===== config.mk =====
export PLATFORM = sky130hd
export DESIGN_NAME = spi_txn_master
export DESIGN_NICKNAME = d
export VERILOG_FILES = /design/src/rtl/spi_txn_pkg.sv /design/src/rtl/spi_txn_cfg.sv /design/src/rtl/spi_txn_timer.sv /design/src/rtl/spi_txn_shift.sv /design/src/rtl/spi_txn_master.sv
export SDC_FILE = /design/constraint.sdc
export NUM_CORES = 1
export LEC_CHECK = 0
export ABC_AREA = 0
export BUFFER_PORTS_ARGS = -buffer_cell sky130_fd_sc_hd__buf_2
export CORE_UTILIZATION = 34
export CTS_CLUSTER_DIAMETER = 150
export CTS_CLUSTER_SIZE = 20
export DETAILED_ROUTE_END_ITERATION = 10
export GPL_TIMING_DRIVEN = 0
export PLACE_DENSITY = 0.59
export SLEW_MARGIN = 20
export SYNTH_ARGS = -nofsm -noshare
export SYNTH_HDL_FRONTEND = slang
export SYNTH_SLANG_ARGS = --single-unit

===== constraint.sdc =====
create_clock -name clk -period 6.15 [get_ports clk]
set_input_delay 1.23 -clock clk [delete_from_list [all_inputs] [get_ports clk]]
set_output_delay 1.23 -clock clk [all_outputs]
set_load 0.005 [all_outputs]

===== src/rtl/spi_txn_pkg.sv =====
// Shared types for the transaction-holding SPI master.
// Assumes the flag word is 8 bits wide with the bit map given in the brief.
package spi_txn_pkg;

    // Per-transfer control flags; the last field sits at bit 0.
    typedef struct packed {
        logic half_dup;
        logic lsb_first;
        logic cpha;
        logic cpol;
        logic cs_pol;
        logic input_en;
        logic end_txn;
        logic offline;
    } spi_flags_t;

endpackage


===== src/rtl/spi_txn_cfg.sv =====
// Configuration register bank: holds flags, length, divider and chip-select
// mask. Assumes the caller qualifies the write strobe (idle, no data write).
module spi_txn_cfg #(
    parameter int NCS   = 3,
    parameter int DIV_W = 8,
    parameter int LEN_W = 5
) (
    input  logic                    clk,
    input  logic                    rst_n,
    input  logic                    wr,
    input  spi_txn_pkg::spi_flags_t flags_in,
    input  logic [LEN_W-1:0]        len_in,
    input  logic [DIV_W-1:0]        div_in,
    input  logic [NCS-1:0]          cs_in,
    output spi_txn_pkg::spi_flags_t flags_q,
    output logic [LEN_W-1:0]        len_q,
    output logic [DIV_W-1:0]        div_q,
    output logic [NCS-1:0]          cs_q
);

    // Load all configuration fields on a qualified write.
    always_ff @(posedge clk) begin
        if (!rst_n) begin
            flags_q <= '0;
            len_q   <= '0;
            div_q   <= '0;
            cs_q    <= '0;
        end else if (wr) begin
            flags_q <= flags_in;
            len_q   <= len_in;
            div_q   <= div_in;
            cs_q    <= cs_in;
        end
    end

endmodule


===== src/rtl/spi_txn_timer.sv =====
// Bit timer: counts N = div + 2 cycles per bit and marks the mid-bit sampling
// point, the end of each bit and the end of the last bit.
// Assumes div and len_m1 stay stable while run is high.
module spi_txn_timer #(
    parameter int DIV_W = 8,
    parameter int LEN_W = 5
) (
    input  logic             clk,
    input  logic             rst_n,
    input  logic             start,
    input  logic             run,
    input  logic [DIV_W-1:0] div,
    input  logic [LEN_W-1:0] len_m1,
    output logic             first_half,
    output logic             sample,
    output logic             bit_end,
    output logic             last
);

    localparam int CNT_W = DIV_W + 1;

    logic [CNT_W-1:0] n_cyc;
    logic [CNT_W-1:0] half;
    logic [CNT_W-1:0] cnt_q;
    logic [LEN_W-1:0] bit_q;

    // Derive the bit length and the first-half length from the divider.
    always_comb begin
        n_cyc = {1'b0, div} + CNT_W'(2);
        half  = n_cyc >> 1;
    end

    // Decode the timing events from the cycle and bit counters.
    always_comb begin
        first_half = (cnt_q < half);
        sample     = run && (cnt_q == half - CNT_W'(1));
        bit_end    = run && (cnt_q == n_cyc - CNT_W'(1));
        last       = bit_end && (bit_q == len_m1);
    end

    // Advance the cycle counter within a bit and the bit counter per bit.
    always_ff @(posedge clk) begin
        if (!rst_n) begin
            cnt_q <= '0;
            bit_q <= '0;
        end else if (start) begin
            cnt_q <= '0;
            bit_q <= '0;
        end else if (run) begin
            if (bit_end) begin
                cnt_q <= '0;
                bit_q <= bit_q + LEN_W'(1);
            end else begin
                cnt_q <= cnt_q + CNT_W'(1);
            end
        end
    end

endmodule


===== src/rtl/spi_txn_shift.sv =====
// Shift datapath: a transmit register that sends from its top or bottom bit,
// and a capture register whose result is right-aligned into the read register
// at the end of a transfer with capture enabled.
// Assumes lsb_first, capture_en and len_m1 stay stable during a transfer.
module spi_txn_shift #(
    parameter int DATA_W = 32,
    parameter int LEN_W  = 5
) (
    input  logic              clk,
    input  logic              rst_n,
    input  logic              start,
    input  logic [DATA_W-1:0] wdata,
    input  logic              lsb_first,
    input  logic              capture_en,
    input  logic              sample,
    input  logic              bit_end,
    input  logic              last,
    input  logic              miso,
    input  logic [LEN_W-1:0]  len_m1,
    output logic              mosi,
    output logic [DATA_W-1:0] rd_data
);

    logic [DATA_W-1:0] tx_q;
    logic [DATA_W-1:0] cap_q;
    logic [DATA_W-1:0] rd_q;
    logic [LEN_W-1:0]  align_sh;

    // Pick the outgoing bit and the right-align distance for LSB-first capture.
    always_comb begin
        mosi     = lsb_first ? tx_q[0] : tx_q[DATA_W-1];
        align_sh = LEN_W'(DATA_W - 1) - len_m1;
        rd_data  = rd_q;
    end

    // Load the transmit word at start and step it at every bit boundary.
    always_ff @(posedge clk) begin
        if (!rst_n) begin
            tx_q <= '0;
        end else if (start) begin
            tx_q <= wdata;
        end else if (bit_end && !last) begin
            tx_q <= lsb_first ? (tx_q >> 1) : (tx_q << 1);
        end
    end

    // Collect input bits at each sampling point while capture is enabled.
    always_ff @(posedge clk) begin
        if (!rst_n) begin
            cap_q <= '0;
        end else if (start) begin
            cap_q <= '0;
        end else if (sample && capture_en) begin
            cap_q <= lsb_first ? {miso, cap_q[DATA_W-1:1]}
                               : {cap_q[DATA_W-2:0], miso};
        end
    end

    // Publish the aligned captured word when a capturing transfer ends.
    always_ff @(posedge clk) begin
        if (!rst_n) begin
            rd_q <= '0;
        end else if (last && capture_en) begin
            rd_q <= lsb_first ? (cap_q >> align_sh) : cap_q;
        end
    end

endmodule


===== src/rtl/spi_txn_master.sv =====
// Transaction-holding SPI master top. Accepts configuration and data writes,
// runs one transfer per data write and keeps chip select asserted until a
// transfer flagged end-of-transaction completes.
// Assumes the caller waits for busy to fall before writing; writes while busy
// are dropped.
module spi_txn_master #(
    parameter int NCS    = 3,
    parameter int DATA_W = 32,
    parameter int DIV_W  = 8,
    localparam int LEN_W = $clog2(DATA_W)
) (
    input  logic              clk,
    input  logic              rst_n,
    input  logic              cfg_we,
    input  logic [7:0]        cfg_flags,
    input  logic [LEN_W-1:0]  cfg_len,
    input  logic [DIV_W-1:0]  cfg_div,
    input  logic [NCS-1:0]    cfg_cs,
    input  logic              dat_we,
    input  logic [DATA_W-1:0] dat_wdata,
    output logic [DATA_W-1:0] rd_data,
    output logic              busy,
    output logic              spi_sclk,
    output logic              spi_sclk_oe,
    output logic              spi_mosi,
    output logic              spi_mosi_oe,
    input  logic              spi_miso,
    output logic [NCS-1:0]    spi_cs,
    output logic              spi_cs_oe
);

    import spi_txn_pkg::*;

    spi_flags_t       flags_q;
    logic [LEN_W-1:0] cfg_len_q;
    logic [DIV_W-1:0] cfg_div_q;
    logic [NCS-1:0]   cfg_cs_q;
    logic             busy_q;
    logic             hold_q;
    logic [NCS-1:0]   sel_q;
    logic             start;
    logic             cfg_wr;
    logic             first_half;
    logic             sample;
    logic             bit_end;
    logic             last;
    logic             lead_lvl;

    // Qualify the write strobes: data wins over a same-cycle configuration.
    always_comb begin
        start  = dat_we && !busy_q;
        cfg_wr = cfg_we && !busy_q && !dat_we;
    end

    spi_txn_cfg #(.NCS(NCS), .DIV_W(DIV_W), .LEN_W(LEN_W)) u_cfg (
        .clk      (clk),
        .rst_n    (rst_n),
        .wr       (cfg_wr),
        .flags_in (spi_flags_t'(cfg_flags)),
        .len_in   (cfg_len),
        .div_in   (cfg_div),
        .cs_in    (cfg_cs),
        .flags_q  (flags_q),
        .len_q    (cfg_len_q),
        .div_q    (cfg_div_q),
        .cs_q     (cfg_cs_q)
    );

    spi_txn_timer #(.DIV_W(DIV_W), .LEN_W(LEN_W)) u_timer (
        .clk        (clk),
        .rst_n      (rst_n),
        .start      (start),
        .run        (busy_q),
        .div        (cfg_div_q),
        .len_m1     (cfg_len_q),
        .first_half (first_half),
        .sample     (sample),
        .bit_end    (bit_end),
        .last       (last)
    );

    spi_txn_shift #(.DATA_W(DATA_W), .LEN_W(LEN_W)) u_shift (
        .clk        (clk),
        .rst_n      (rst_n),
        .start      (start),
        .wdata      (dat_wdata),
        .lsb_first  (flags_q.lsb_first),
        .capture_en (flags_q.input_en),
        .sample     (sample),
        .bit_end    (bit_end),
        .last       (last),
        .miso       (spi_miso),
        .len_m1     (cfg_len_q),
        .mosi       (spi_mosi),
        .rd_data    (rd_data)
    );

    // Track the busy window and the chip-select hold across transfers.
    always_ff @(posedge clk) begin
        if (!rst_n) begin
            busy_q <= 1'b0;
            hold_q <= 1'b0;
            sel_q  <= '0;
        end else if (start) begin
            busy_q <= 1'b1;
            hold_q <= 1'b1;
            sel_q  <= cfg_cs_q;
        end else if (last) begin
            busy_q <= 1'b0;
            if (flags_q.end_txn) begin
                hold_q <= 1'b0;
            end
        end
    end

    // Form the serial clock and the output enables.
    always_comb begin
        lead_lvl    = flags_q.cpol ^ flags_q.cpha;
        busy        = busy_q;
        spi_sclk    = busy_q ? (first_half ? lead_lvl : !lead_lvl) : flags_q.cpol;
        spi_sclk_oe = !flags_q.offline;
        spi_cs_oe   = !flags_q.offline;
        spi_mosi_oe = !flags_q.offline &&
                      !(flags_q.half_dup && flags_q.input_en && busy_q);
    end

    // Drive each chip-select line from the held selection and polarity.
    for (genvar gi = 0; gi < NCS; gi++) begin : g_cs
        always_comb begin
            spi_cs[gi] = (hold_q && sel_q[gi]) ? flags_q.cs_pol : !flags_q.cs_pol;
        end
    end

endmodule


==> results of run 1 <==
-- logic make-up (layout without fill, tap and decap cells) --
logic type | Yosys count | after routing | synth area share, %
fa+ha+maj | 13 | 13 | 1.799
xor+xnor | 47 | 47 | 5.548
compound gates | 270 | 270 | 20.42
buf+inv | 116 | 249 | 5.437
other cells | 0 | 1 | 0
flops | 139 | 139 | 30.77
simple gates | 352 | 352 | 17.13
mux | 141 | 141 | 18.90
-- per-layer routing --
| metal | routed length (um) | GRT usage, % | up-vias |
|---|---|---|---|
| li1 | - | - | 4106 |
| met3 | 2121 | 5.095 | 57 |
| met5 | 0 | 0 | - |
| met4 | 871 | 8.382 | 0 |
| met2 | 12950 | 32.64 | 338 |
| met1 | 13160 | 29.43 | 4068 |
-- metrics by stage --
step | hold WS (ps) | setup slack, ps | util (%) | instances
after floorplan | 414.8 | 2402 | - | 1078
after global placement | 430.0 | 2002 | 38.25 | 1514
after detailed placement | 432.3 | 1991 | 38.25 | 1514
after CTS | 444.5 | 1520 | 40.45 | 1546
after global routing | 454.5 | 1180 | 40.45 | 1546
final | 442.6 | 1539 | 40.46 | 1547
-- power by group --
group	leakage [nW]	internal, W	switching [W]
registers	1.13	0.000925	0.0000241
clock network	0.273	0.000576	0.000437
logic	2.45	0.000111	0.000175
total	3.85	0.00161	0.000636
-- registers in the layout, indices dropped and copies added (netlist names), 5 cells and up --
signal	flops
u_shift.rd_data	32
u_timer.cnt_q	9
u_shift.tx_q	32
u_cfg.div_q	8
u_cfg.flags_q	8
u_cfg.len_q	5
u_shift.cap_q	32
u_timer.bit_q	5
-- critical path, cell delays in order (launching register included) --
cell and delay, ps:
dfxtp_1 470, ha_1 410, and3_4 260, and3_4 210, xnor2_2 160, ha_1 310, a21oi_1 180, nand2_1 70
a211oi_1 240, a31oi_1 120, xor2_1 180, nand2_1 100, xnor2_1 110, buf_2 130
-- placed cells by master (no fill, tap or decap), types with 11 or more instances in the layout --
cell       netlist  routed
nor2b_1         18      18
nand3_1         14      14
a211oi_1        37      37
o211a_1         13      13
a21oi_1        103     103
mux2i_1        101     101
inv_1           19      19
buf_2           24     125
clkbuf_1        53      54
xor2_1          18      18
clkbuf_16        0      17
o21ai_0         24      24
mux2_2          18      18
ha_1            13      13
xnor2_1         22      22
nor3_1          11      11
nor2_1         112     112
buf_1           12      12
dfxtp_1        139     139
mux4_2          22      22
a211o_1         31      31
nand2_1        159     159
-- path summary, 6_finish.rpt --
| path | to | cells after the start | start | slack, ps |
|---|---|---|---|---|
| worst min-delay path | hold_q | 1 | u_cfg.flags_q[1] | 440 |
| worst max-delay path | spi_sclk | 13 | u_cfg.div_q[2] | 1540 |
| worst min register to register | hold_q | 1 | u_cfg.flags_q[1] | 440 |
| worst max register to register | u_shift.rd_data[11] | 10 | u_cfg.len_q[1] | 2590 |
-- layout make-up --
class	count	area, um^2	share of cell area [%]
repair buffers	101	505.5	4.794
multi-input cells	823	5769	54.72
plain buffers	96	416.7	3.952
diodes	1	2.502	0.02373
inverters	20	75.07	0.7120
flip-flops and latches	139	2783	26.39
clock buffers	19	442.9	4.201
well taps	335	419.2	3.975
clock inverters	13	130.1	1.234
==> impl_results.md, run 1 <==
* Worst rel slew slack at 46.62%
* Number of setup buffers added after CTS at 0
* Pleak at 3.849 nW
* Num CTS Buffers at 17
* Drt total wl at 29.10 mm
* Yosys reg bits at 139
* Grt total ovfl at 0
* Critical path peak fanout at 8
* Clock skew at 9.663 ps
* Cells after Synth at 1078
* Worst Setup End Kind: output pin
* Vert. Die Dim at 165.1 um
* Post-route ant nets at 0
* Vias in the first global route at 7762
* CP Class: reg2out
* Cts-stage hold buffer count at 0
* Post-route DRC at 0
* Netlist cell types at 72
* Final Max Slew Viols at 0
* Ys Warns at 0
* DRT iter0 DRCs at 720
* Top_reg_cell synth: dfxtp_1
* Routability cong. at 0.9473
* Post-synthesis sequential area ratio at 30.77%
* Initial antenna violation count at 1
* Die X-Extent at 165.1 um
* Crit path time final at 4611 ps
* RSZ-0062 raised after global routing: no
* CTS Sinks at 139
* Worst-path clk slew at 70 ps
* Final Setup Violations at 0
* FFs w/ async S/R, synth at 0%
* Total power at 0.002248 W
* Detailed placer's ending HPWL at 22.15 mm
* Post-route cell area at 10540 um^2
* Skew-Pair Late Insertion Delay at 430 ps
* Most frequent cell after synthesis: nand2_1
* Placed inst area at 9968 um^2
* Placeable Area at 26060 um^2
* Synth top area share at 30.77%
* Tot GR Track Use at 21.57%
* Post-Syn Area at 9044 um^2
* Drt pass-1 iters at 7
* P&R area growth vs syn at 16.59%
* Rows at 59
* WL/cell at 18.81 um
* Dominant cell type by area after synthesis: dfxtp_1
* Post-CTS Resized at 0
* Largest net degree at the start of global routing at 17
* Vias at 8569
* Slew @ Worst Pin at 800.6 ps
* Vias per cell at 5.539
* Initial Utilization at 34.70%
* IO Pins at 102
* Fillers at 2692
* Max Freq at 216.9 MHz
* Avg Cell Area, Syn at 8.389 um^2
* Area contributors post-synth: dfxtp_1 (31%), mux2i_1 (11%), nand2_1 (6.6%)
* Root buf cell: clkbuf_16
* Synth top cells by count: nand2_1 (159), dfxtp_1 (139), nor2_1 (112)
* Startpoint Class: register
* Power per Cell Area at 213.2 nW/um^2
* Setup tns final at 0 ps
* Syn nets at 1152
* Peak supply drop at 160.6 uV
* Final hold viol count at 0
* Post-synth EDFFs at 0
* Die footprint at 27250 um^2
* # port buffers at 101
* Final period util at 74.97%
* Worst Path Required at 4920 ps
* Status: complete, no violations
* First-pass GRT wire length at 44.90 mm
* Maximum clock insertion buffer count at 2
* Critical path data arrival time at 3380 ps
* Max Cap Violations at 0
* HP Class: reg2reg
* Ratio of cells with drive above 1 in the final layout at 18.00%
* Nets@finish at 1272
* H-tree levels at 4
* TritonCTS clock tree: built
No activity file was read; power rests on OpenSTA's default activity.
==> run 2: changes to the inputs <==
--- a/config.mk
+++ b/config.mk
@@ -5,14 +5,14 @@
 export SDC_FILE = /design/constraint.sdc
 export NUM_CORES = 1
 export LEC_CHECK = 0
-export ABC_AREA = 0
+export ABC_AREA = 1
 export BUFFER_PORTS_ARGS = -buffer_cell sky130_fd_sc_hd__buf_2
 export CORE_UTILIZATION = 34
 export CTS_CLUSTER_DIAMETER = 150
 export CTS_CLUSTER_SIZE = 20
 export DETAILED_ROUTE_END_ITERATION = 10
 export GPL_TIMING_DRIVEN = 0
-export PLACE_DENSITY = 0.59
+export PLACE_DENSITY = 0.61
 export SLEW_MARGIN = 20
 export SYNTH_ARGS = -nofsm -noshare
 export SYNTH_HDL_FRONTEND = slang
==> constraint.sdc (replaced) <==
create_clock -name clk -period 4.05 [get_ports clk]
set_input_delay 0.81 -clock clk [delete_from_list [all_inputs] [get_ports clk]]
set_output_delay 0.81 -clock clk [all_outputs]
set_load 0.005 [all_outputs]
==> impl_results.md, run 2 <==
* Status: complete, no violations
* Worst Hold End: u_cfg.cs_q[1]
* Post-route ant nets at 0
* Commonest non-fill, non-tap cell in the layout: nand2_1
* Pleak at 5.055 nW
* Crit path time final at 3791 ps
* Worst Hold Launch: u_cfg.cs_q[1]
* Most frequent cells in the layout: nand2_1 (468), o21ai_0 (197), nor2_1 (193)
* Worst Path Required at 3240 ps
* Drt total wl at 31.97 mm
* Synth top area share at 29.33%
* Synth top cells by count: nand2_1 (468), o21ai_0 (197), nor2_1 (193)
* Worst Setup End Kind: output pin
* Final period util at 93.61%
* P&R area growth vs syn at 16.50%
* # port buffers at 101
* Post-route DRC at 0
* Most frequent cell after synthesis: nand2_1
* Placeable Area at 27180 um^2
* Non-Filler Instances at 2136
* Largest net degree at the start of global routing at 17
* Root buf cell: clkbuf_16
* Worst rel slew slack at 37.67%
* Int Pwr at 0.002514 W
* Pre-CTS setup slack at 513.1 ps
* Initial antenna violation count at 0
* Syn nets at 1705
* Worst-path clk slew at 70 ps
* Antenna diode instance count at 0
* Post-synthesis sequential area ratio at 29.33%
* Dpl cells at 2104
* Cells after Synth at 1631
* Vert. Die Dim at 169.0 um
* Slew @ Worst Pin at 931.5 ps
* Peak supply drop at 309.2 uV
* Avg Cell Area, Syn at 5.816 um^2
* Reg2Reg Depth at 15
* Post-Syn Area at 9487 um^2
* Startpoint Class: register
* Max Cap Violations at 0
* Dominant cell type by area after synthesis: dfxtp_1
* Skew-Pair Late Insertion Delay at 440 ps
* CP Class: reg2out
* Crit path launch: u_cfg.div_q[1]
* Tot GR Track Use at 22.59%
* Cts-stage hold buffer count at 0
* Yosys reg bits at 139
* Drt pass-1 iters at 6
* Num CTS Buffers at 17
* Area contributors post-synth: dfxtp_1 (29%), nand2_1 (19%), o21ai_0 (10%)
* NetSw at 0.001251 W
* Routability cong. at 1.020
* Die footprint at 28570 um^2
* WL/cell at 14.97 um
* Placed inst area at 10460 um^2
* FF-to-FF setup slack at 1260 ps
* Final hold viol count at 0
* Vias per cell at 5.077
* Flop pwr share at 38.7%
* Critical path data arrival time at 2980 ps
* Maximum clock insertion buffer count at 2
* Max Freq at 263.8 MHz
* IO Pins at 102
* Final WS setup at 259.0 ps
* Initial Utilization at 34.91%
* Reg-to-Reg End: u_shift.rd_data[0]
* Grt total ovfl at 0
* Fillers at 3051
* Vias at 10840
* R2R Path Start: u_cfg.div_q[1]
* First-pass GRT wire length at 51.17 mm
* Vias in the first global route at 9895
* Ratio of cells with drive above 1 in the final layout at 10.49%
* Switching Share at 33.22%
* Hold path depth at 2
* Setup tns final at 0 ps
* DRT iter0 DRCs at 806
* Total power at 0.003765 W
* Top_reg_cell synth: dfxtp_1
* Clock skew at 14.56 ps
* TritonCTS clock tree: built
* Netlist cell types at 42
* HP Class: reg2reg
* Nets@finish at 1825
* Clock share of power at 42.3%
* RSZ-0062 raised after global routing: no
* Rows at 60
* Combinational Power Share at 19.1%
* H-tree levels at 4
* Critical path peak fanout at 8
* Detailed placer's ending HPWL at 24.58 mm
* Ys Warns at 0
* Post-route cell area at 11050 um^2
* Final Max Slew Viols at 0
* Final Setup Violations at 0
* CTS Sinks at 139
* FFs w/ async S/R, synth at 0%
* Power per Cell Area at 340.7 nW/um^2
* Die X-Extent at 169.0 um
* Post-synth EDFFs at 0
==> run 2: cell types whose count changed in the layout (fill, tap and decap cells not counted), sizes merged, moves of 86 or more <==
| cell | before | now |
|---|---|---|
| nand2 | 160 | 478 |
| o21ai | 24 | 199 |
| nand3 | 15 | 176 |
| inv | 25 | 163 |
| mux2i | 101 | 0 |
| nor2 | 112 | 198 |
==> run 2: layout make-up <==
| class | instances | area, um^2 | area share (%) |
|---|---|---|---|
| clock buffer | 17 | 425.4 | 3.849 |
| multi-input combinational | 1233 | 5685 | 51.44 |
| sequential | 139 | 2788 | 25.22 |
| tap | 372 | 465.4 | 4.211 |
| clock inverter | 15 | 151.4 | 1.370 |
| buffer | 103 | 445.4 | 4.030 |
| timing repair buffer | 101 | 505.5 | 4.574 |
| inverter | 156 | 585.6 | 5.298 |
==> run 2: worst max path at each step <==
stage	to	cells past startpoint
after global placement	spi_sclk	13
after detailed placement	spi_sclk	13
after CTS	spi_sclk	13
after global routing	spi_sclk	15
after floorplan	spi_sclk	14
final	spi_sclk	13
==> run 2: logic make-up after synthesis <==
family                   after synthesis  synth area share (%)
XOR/XNOR                              18                 1.662
AND/OR/NAND/NOR                      913                 40.66
buffers and inverters                259                 10.87
adder cells (fa/ha/maj)               13                 1.715
AO/OA/AOI/OAI                        289                 15.76
flip-flops                           139                 29.33
==> run 2: timing repair <==
action	4_1_cts	5_1_grt
endpoints found under the hold margin	0	0
gates resized for setup	0	5
buffers inserted	0	0
setup endpoints to repair	0	1
==> run 2: through the flow <==
step                      util [%]  hold slack, ps
after floorplan                  -           449.5
after global placement       38.48           459.2
after detailed placement     38.48           471.0
after CTS                    40.60           486.0
after global routing         40.67           513.5
final                        40.67           481.9
==> run 2: power by group through the flow <==
stage	logic [W]	clock network [W]	registers, W
floorplan	0.000497	0	0.00148
CTS	0.000706	0.00161	0.00146
global placement	0.000700	0	0.00148
detailed placement	0.000703	0	0.00149
finish	0.000717	0.00159	0.00146
global route	0.000806	0.00168	0.00146
==> run 2: critical path, cell delays in order, from the launching register on <==
cell and delay (ps):
dfxtp_4 410, ha_4 170, nand4_1 100, nand2_1 250, inv_2 110, ha_1 300, inv_1 50, nor3_1 170
nand2_1 70, o211ai_1 300, o21ai_0 120, a21oi_1 150, xor2_1 180, buf_2 140
==> run 2: per-layer routing <==
| metal | global-route usage, % | part of all wire (%) | vias to the layer above | routed length, um |
|---|---|---|---|---|
| li1 | - | - | 5495 | - |
| met1 | 31.48 | 48 | 4860 | 15420 |
| met2 | 35.63 | 43 | 443 | 13730 |
| met3 | 3.788 | 7.2 | 46 | 2313 |
| met4 | 6.502 | 1.6 | 0 | 506 |
| met5 | 0 | 0 | - | 0 |
==> run 3: changes to the inputs <==
--- a/config.mk
+++ b/config.mk
@@ -5,8 +5,8 @@
 export SDC_FILE = /design/constraint.sdc
 export NUM_CORES = 1
 export LEC_CHECK = 0
-export ABC_AREA = 1
 export BUFFER_PORTS_ARGS = -buffer_cell sky130_fd_sc_hd__buf_2
+export CORE_ASPECT_RATIO = 1.4
 export CORE_UTILIZATION = 34
 export CTS_CLUSTER_DIAMETER = 150
 export CTS_CLUSTER_SIZE = 20
==> impl_results.md, run 3 (synthesis results as in run 1) <==
* Die X-Extent at 139.8 um
* Initial antenna violation count at 1
* Drt total wl at 30.29 mm
* Final Setup Violations at 0
* Pleak at 3.860 nW
* Rows at 70
* Critical path data arrival time at 2990 ps
* Final period util at 93.74%
* Root buf cell: clkbuf_16
* IO Pins at 102
* Largest net degree at the start of global routing at 17
* Clock skew at 13.55 ps
* Status: complete, no violations
* Critical path peak fanout at 8
* Crit path time final at 3796 ps
* TritonCTS clock tree: built
* Die footprint at 27270 um^2
* Worst Setup End Kind: output pin
* Worst rel slew slack at 46.86%
* Vias in the first global route at 8479
* Nets@finish at 1272
* P&R area growth vs syn at 17.16%
* Maximum clock insertion buffer count at 2
* Post-route ant nets at 0
* Cts-stage hold buffer count at 0
* Vias at 8611
* Most frequent cells in the layout: nand2_1 (159), dfxtp_1 (137), buf_2 (125)
* Num CTS Buffers at 17
* Initial Utilization at 34.65%
* Placeable Area at 26100 um^2
* Grt total ovfl at 0
* CP Class: reg2out
* Fillers at 2624
* DRT iter0 DRCs at 558
* Worst Path Required at 3240 ps
* Peak supply drop at 268.6 uV
* H-tree levels at 4
* Startpoint Class: register
* Commonest non-fill, non-tap cell in the layout: nand2_1
* # port buffers at 101
* Post-route DRC at 0
* Power per Cell Area at 328.8 nW/um^2
* Skew-Pair Late Insertion Delay at 440 ps
* Routability cong. at 0.9926
* Max Freq at 263.4 MHz
* Tot GR Track Use at 22.51%
* Max Cap Violations at 0
* Ratio of cells with drive above 1 in the final layout at 18.41%
* First-pass GRT wire length at 47.27 mm
* Vias per cell at 5.606
* RSZ-0062 raised after global routing: no
* CTS Sinks at 139
* Final Max Slew Viols at 0
* Worst-path clk slew at 60 ps
* Detailed placer's ending HPWL at 23.40 mm
* WL/cell at 19.72 um
* Number of setup buffers added after CTS at 0
* Setup tns final at 0 ps
* Final hold viol count at 0
* Vert. Die Dim at 195.0 um
* Worst hold slack at 451.1 ps
* HP Class: reg2reg
* Slew @ Worst Pin at 797.1 ps
* Drt pass-1 iters at 7
[run 3: worst paths after layout]
kind	slack, ps	startpoint	cells after the start	end
hold / removal	450	u_cfg.flags_q[1]	1	hold_q
setup / recovery	250	u_cfg.div_q[2]	13	spi_sclk
hold reg to reg	450	u_cfg.flags_q[1]	1	hold_q
setup reg to reg	460	u_cfg.len_q[1]	10	u_shift.rd_data[11]
[run 3: cell type report]
type,count,area (um^2),area share (%)
Antenna cell,1,2.502,0.02362
Buffer,96,416.7,3.932
Clock buffer,19,442.9,4.180
Clock inverter,13,156.4,1.476
Inverter,20,75.07,0.7085
Multi-Input combinational cell,823,5803,54.77
Sequential cell,139,2788,26.31
Tap cell,324,405.4,3.826
Timing Repair Buffer,101,505.5,4.771
[run 3: repair_timing]
item	CTS	global route
resized for setup	3	5
pin swaps	0	0
setup endpoints to repair	1	1
cloned	0	0
[run 3: critical path, stage by stage (launching register included)]
cell      delay (ps)
dfxtp_4          410
ha_4             200
and3_4           210
and3_4           230
xnor2_4          150
ha_1             280
a21oi_1          170
nand2_1           80
a211oi_2         210
a31oi_1           90
xor2_1           150
nand2_1           80
xnor2_1          150
buf_2            130
[run 3: stage by stage]
step	utilization, %	area [um^2]	total power, W	cells	worst slack [ps]
6_report	40.59	10600	0.003483	1536	253.7
2_1_floorplan	-	9044	0.001761	1078	722.2
3_3_place_gp	38.14	9955	0.001903	1503	276.8
4_1_cts	40.49	10570	0.003505	1535	23.86
5_1_grt	40.59	10600	0.003613	1536	39.53
3_5_place_dp	38.14	9955	0.001908	1503	253.2
[run 3: where the power goes]
group	internal (W)	switching, W	total (W)
Clock	0.000939	0.000661	0.00160
Combinational	0.000169	0.000271	0.000440
Sequential	0.00140	0.0000389	0.00144
[run 3: layer usage]
layer	GRT usage, %	share of wire [%]	up-vias
met2	39.02	50	312
met4	14.53	5.6	0
met1	25.68	40	4092
met5	0	0	-
met3	3.409	4.5	101
li1	-	-	4106
